## config.mk

```make
export PLATFORM = sky130hd
export DESIGN_NAME = pc_update_ctrl
export DESIGN_NICKNAME = d
export VERILOG_FILES = /design/src/rtl/pcu_pkg.sv /design/src/rtl/pcu_write_gate.sv /design/src/rtl/pcu_target_mux.sv /design/src/rtl/pcu_pc_reg.sv /design/src/rtl/pc_update_ctrl.sv
export SDC_FILE = /design/constraint.sdc
export NUM_CORES = 1
export LEC_CHECK = 0
export BUFFER_PORTS_ARGS = -buffer_cell sky130_fd_sc_hd__buf_4
export CAP_MARGIN = 30
export CORE_MARGIN = 3
export CORE_UTILIZATION = 36
export DETAILED_ROUTE_END_ITERATION = 7
export PLACE_DENSITY = 0.78
export SLEW_MARGIN = 0
export SYNTH_ARGS = -nofsm -noshare
export SYNTH_HDL_FRONTEND = slang
export SYNTH_SLANG_ARGS = --single-unit
```

## constraint.sdc

```tcl
create_clock -name clk -period 1.63 [get_ports clk]
set_input_delay 0.326 -clock clk [delete_from_list [all_inputs] [get_ports clk]]
set_output_delay 0.326 -clock clk [all_outputs]
set_load 0.05 [all_outputs]
```

## src/rtl/pcu_pkg.sv

```systemverilog
// Package: shared encodings for the program counter update control.
// Assumes the sequencer drives the 2-bit fields with these exact codes.
package pcu_pkg;

    typedef enum logic [1:0] {
        WR_NEVER      = 2'd0,
        WR_ALWAYS     = 2'd1,
        WR_IF_ZERO    = 2'd2,
        WR_IF_NONZERO = 2'd3
    } wr_mode_e;

    typedef enum logic [1:0] {
        SRC_ALU_LIVE = 2'd0,
        SRC_ALU_HELD = 2'd1,
        SRC_JUMP     = 2'd2,
        SRC_OPA      = 2'd3
    } src_sel_e;

endpackage

```

## src/rtl/pcu_write_gate.sv

```systemverilog
// Module: pcu_write_gate
// Turns the write-condition field, the ALU zero flag and a trap request
// into the program counter load enable. Purely combinational.
// Assumes the trap request has priority over every write condition.
module pcu_write_gate
    import pcu_pkg::*;
(
    input  wr_mode_e mode,
    input  logic     zero_flag,
    input  logic     trap,
    output logic     load_en
);

    // Decide the load enable for the current cycle.
    always_comb begin
        unique case (mode)
            WR_NEVER:      load_en = 1'b0;
            WR_ALWAYS:     load_en = 1'b1;
            WR_IF_ZERO:    load_en = zero_flag;
            WR_IF_NONZERO: load_en = ~zero_flag;
            default:       load_en = 1'b0;
        endcase
        if (trap) begin
            load_en = 1'b1;
        end
    end

endmodule

```

## src/rtl/pcu_target_mux.sv

```systemverilog
// Module: pcu_target_mux
// Picks the next program counter value from the four sources, or the
// trap vector when a trap is requested. It also builds the absolute jump
// target from the upper PC bits and the word-aligned jump field.
// Assumes XLEN > JFIELD_W + 2, so at least one upper PC bit remains.
module pcu_target_mux
    import pcu_pkg::*;
#(
    parameter int          XLEN     = 32,
    parameter int          JFIELD_W = 26,
    parameter logic [31:0] TRAP_VEC = 32'h0000_0080,
    localparam int         UPPER_W  = XLEN - JFIELD_W - 2
) (
    input  src_sel_e            sel,
    input  logic                trap,
    input  logic [XLEN-1:0]     alu_live,
    input  logic [XLEN-1:0]     alu_held,
    input  logic [JFIELD_W-1:0] jump_field,
    input  logic [XLEN-1:0]     opa,
    input  logic [UPPER_W-1:0]  pc_upper,
    output logic [XLEN-1:0]     pc_d
);

    logic [XLEN-1:0] jump_tgt;

    // Join the current region bits with the word-scaled jump field.
    always_comb begin
        jump_tgt = {pc_upper, jump_field, 2'b00};
    end

    // Select the next value; a trap overrides the source select.
    always_comb begin
        unique case (sel)
            SRC_ALU_LIVE: pc_d = alu_live;
            SRC_ALU_HELD: pc_d = alu_held;
            SRC_JUMP:     pc_d = jump_tgt;
            SRC_OPA:      pc_d = opa;
            default:      pc_d = alu_live;
        endcase
        if (trap) begin
            pc_d = TRAP_VEC[XLEN-1:0];
        end
    end

endmodule

```

## src/rtl/pcu_pc_reg.sv

```systemverilog
// Module: pcu_pc_reg
// Holds the program counter and forms its incremented copy for link writes.
// Assumes a synchronous, active-low reset.
module pcu_pc_reg #(
    parameter int          XLEN     = 32,
    parameter logic [31:0] RESET_PC = 32'h0000_0000,
    parameter int          STEP     = 4
) (
    input  logic            clk,
    input  logic            rst_n,
    input  logic            load_en,
    input  logic [XLEN-1:0] pc_d,
    output logic [XLEN-1:0] pc_q,
    output logic [XLEN-1:0] pc_inc
);

    localparam logic [XLEN-1:0] STEP_V = XLEN'(STEP);

    // Register the program counter, loading only when enabled.
    always_ff @(posedge clk) begin
        if (!rst_n) begin
            pc_q <= RESET_PC[XLEN-1:0];
        end else if (load_en) begin
            pc_q <= pc_d;
        end
    end

    // Incremented counter for link writes; wraps at the top of the space.
    always_comb begin
        pc_inc = pc_q + STEP_V;
    end

endmodule

```

## src/rtl/pc_update_ctrl.sv

```systemverilog
// Module: pc_update_ctrl
// Program counter update control for a multicycle processor. It decodes the
// write condition, selects the next value and keeps the counter register.
// Assumes the sequencer precomputes branch targets into alu_held during
// decode and resolves branches through alu_zero in a later cycle.
module pc_update_ctrl
    import pcu_pkg::*;
#(
    parameter int          XLEN     = 32,
    parameter int          JFIELD_W = 26,
    parameter logic [31:0] TRAP_VEC = 32'h0000_0080,
    parameter logic [31:0] RESET_PC = 32'h0000_0000,
    parameter int          STEP     = 4
) (
    input  logic                clk,
    input  logic                rst_n,
    input  logic [1:0]          wr_cond,
    input  logic [1:0]          src_sel,
    input  logic [XLEN-1:0]     alu_live,
    input  logic [XLEN-1:0]     alu_held,
    input  logic [JFIELD_W-1:0] jump_field,
    input  logic [XLEN-1:0]     opa,
    input  logic                alu_zero,
    input  logic                trap_req,
    output logic                pc_we,
    output logic [XLEN-1:0]     pc_q,
    output logic [XLEN-1:0]     pc_plus4
);

    localparam int UPPER_W = XLEN - JFIELD_W - 2;

    wr_mode_e        mode;
    src_sel_e        sel;
    logic [XLEN-1:0] pc_d;

    // Give the raw control fields their enumerated meaning.
    always_comb begin
        mode = wr_mode_e'(wr_cond);
        sel  = src_sel_e'(src_sel);
    end

    pcu_write_gate u_gate (
        .mode      (mode),
        .zero_flag (alu_zero),
        .trap      (trap_req),
        .load_en   (pc_we)
    );

    pcu_target_mux #(
        .XLEN     (XLEN),
        .JFIELD_W (JFIELD_W),
        .TRAP_VEC (TRAP_VEC)
    ) u_mux (
        .sel        (sel),
        .trap       (trap_req),
        .alu_live   (alu_live),
        .alu_held   (alu_held),
        .jump_field (jump_field),
        .opa        (opa),
        .pc_upper   (pc_q[XLEN-1 -: UPPER_W]),
        .pc_d       (pc_d)
    );

    pcu_pc_reg #(
        .XLEN     (XLEN),
        .RESET_PC (RESET_PC),
        .STEP     (STEP)
    ) u_reg (
        .clk     (clk),
        .rst_n   (rst_n),
        .load_en (pc_we),
        .pc_d    (pc_d),
        .pc_q    (pc_q),
        .pc_inc  (pc_plus4)
    );

endmodule

```

==> impl_metrics.env <==
export IMPL_status="complete, but fails checks"
export IMPL_violations="negative setup slack"
export IMPL_final_util_pct=85.2
export IMPL_reg_top3="u_reg.pc_q: 32 flops"
export IMPL_portBuffers=194
export IMPL_gp_congestion=0.831
export IMPL_synth_top_area_cell="dfxtp_1"
export IMPL_wl_per_cell_um=18.6
export IMPL_cp_arrival_ps=1840
export IMPL_fin_crit_ps=2160
export IMPL_ys_warn_count=0
export IMPL_maxSlewViolCount=0
export IMPL_postCtsHoldBufs=0
export IMPL_grt_max_degree=32
export IMPL_initial_core_util_pct=38.1
export IMPL_clk_path_buf_depth=2
export IMPL_yosysSeqAreaShare_pct=25.7
export IMPL_core_area_um2=6530
export IMPL_cts_root_buf="clkbuf_8"
export IMPL_min_path_type="input port to flop"
export IMPL_fin_tns_setup_ps=-10630
export IMPL_cts_buffers=5
export IMPL_crit_required_ps=1300
export IMPL_setup_ws_ps=-531
export IMPL_drcViolationCount=0
export IMPL_syn_nets=400
export IMPL_die_h_um=89.2
export IMPL_yosys_area_top_type_share_pct=25.7
export IMPL_ys_types=39
export IMPL_r2r_start="u_reg.pc_q[7]$_SDFFE_PN0P_"
export IMPL_critPathLaunch="u_reg.pc_q[18]$_SDFFE_PN0P_"
export IMPL_grt_usage_pct=26.9
export IMPL_layout_nets=643
export IMPL_p_leak_nw=2.53
export IMPL_dp_hpwl_um=8730
export IMPL_cp_end_kind="primary output"
export IMPL_largest_register_ffs=32
export IMPL_dieArea_um2=7950
export IMPL_synthFlopType="dfxtp_1"
export IMPL_fmax_ghz=0.463
export IMPL_clk_pin_slew_ps=60
export IMPL_routed_via_density=5.35
export IMPL_synth_edff_count=0
export IMPL_cts_max_level=2
export IMPL_cp_max_fo=3
export IMPL_startpoint_type="flop"
export IMPL_routed_wl_um=11000
export IMPL_die_x_um=89.2
export IMPL_synth_top_cells_by_count="53 x nand2_1, 32 x dfxtp_1, 26 x a21oi_1, 26 x mux4_2, 25 x xnor2_1"
export IMPL_dp_cells=566
export IMPL_slew_headroom_pct=69.4
export IMPL_async_flop_share_pct=0
export IMPL_ios=195
export IMPL_hold_path_startpoint="rst_n"
export IMPL_yosysMostFrequentCell="nand2_1"
export IMPL_cts_tree="built"
export IMPL_power_total_mw=2.59
export IMPL_grt_overflow_total=0
export IMPL_area_growth_synth_to_final_pct=123
export IMPL_max_cap_viol_count=0
export IMPL_rows=29
export IMPL_syn_area_um2=2490
export IMPL_worst_slew_pin_slew_ps=455
export IMPL_irDropWorstVdd_uv=326
export IMPL_ant_nets=0
export IMPL_drt_iter0_drc=114
export IMPL_final_layout_size_suffix_gt1_share_pct=74.5
export IMPL_fin_skew_ps=0
export IMPL_synthTopCellsByArea="dfxtp_1 26%, mux4_2 24%, xnor2_1 8.8%, nand2_1 8.0%, a21oi_1 5.2%"
export IMPL_grt_pass1_vias=3332
export IMPL_synth_seq_cells=32
export IMPL_worstSkewPairLatency_ps=280
export IMPL_synth_area_per_cell_um2=9.26
export IMPL_cts_sink_count=32
export IMPL_antenna_found_initial=0
export IMPL_diodes=0
export IMPL_first_pass_iters=4
export IMPL_final_cell_count_no_fill=590
export IMPL_path_class="flop to primary output"
export IMPL_rsz0062_at_grt="yes"
export IMPL_grt_pass1_wl_um=16200
export IMPL_setup_viol=25
export IMPL_fin_crit_sh_pct=133
export IMPL_vias=3157
export IMPL_max_flop_register="u_reg.pc_q"
export IMPL_hold_violations=0
export IMPL_power_per_cell_area_nw_per_um2=465
export IMPL_synth_cells=269
[layer usage]
metal / vias to the layer above / global-route usage (%) / routed length, um
li1: 1473 / - / -
met1: 1516 / 30.6 / 3890
met2: 144 / 48.7 / 6050
met3: 24 / 4.88 / 649
met4: 0 / 12.4 / 367
met5: - / 0 / 0
[cell type report]
class | count | area, um^2
inverter | 4 | 15.0
sequential | 32 | 721
fill | 379 | 965
tap | 77 | 96.3
clock buffer | 8 | 90.1
multi-input combinational | 209 | 2390
timing repair buffer | 260 | 2250
[cell usage in the layout (no fill, tap or decap), types with 6 or more instances in the layout]
cell      instances
nand4_1           9
a21oi_1          26
xnor2_4          23
nor2_1            6
dfxtp_4          18
buf_6            36
buf_4           210
dfxtp_2          10
mux4_2           26
nand3_4          11
clkbuf_8          6
buf_12           12
nand2_1          51
[path summary, 6_finish.rpt]
path / to / slack, ps / cells past startpoint
worst min-delay path: u_reg.pc_q[7]$_SDFFE_PN0P_ / 340 / 2
worst min register to register: u_reg.pc_q[25]$_SDFFE_PN0P_ / 480 / 2
worst max register to register: u_reg.pc_q[7]$_SDFFE_PN0P_ / 730 / 3
worst max-delay path: pc_plus4[27] / -530 / 6
[power breakdown]
group / switching (mW) / internal [mW]
combinational: 0.571 / 0.575
sequential: 0.0243 / 0.801
clock: 0.275 / 0.344
total: 0.871 / 1.72
[worst max-delay path, cell delays in order, from the launching register on]
cell     delay [ps]
dfxtp_4         340
nand4_1         170
nor3_1          270
buf_4           200
nand4_1         190
xnor2_4         200
buf_6           180
[per-stage QoR]
step | area (um^2) | hold WS [ps] | setup slack [ps]
global route | 5570 | 328 | -621
detailed placement | 5010 | 472 | -320
finish | 5570 | 339 | -531
CTS | 5380 | 318 | -541
global placement | 5010 | 462 | -261
floorplan | 3140 | 469 | -395
[what timing repair did]
action	4_1_cts	5_1_grt
setup endpoints to repair	27	28
pin swaps	11	23
gates resized for setup	47	27
buffers inserted	9	11
[cell families after synthesis]
logic type | count (synthesis) | synth area share, %
AOI/OAI and AO/OA | 39 | 9.39
DFF | 32 | 25.7
and+or+nand+nor | 109 | 21.9
adders and majority gates | 1 | 0.502
xor gates and xnor gates | 28 | 9.84
muxes | 32 | 26.0
buffers and inverters | 28 | 6.58
Power figures use the tool's default switching activity.
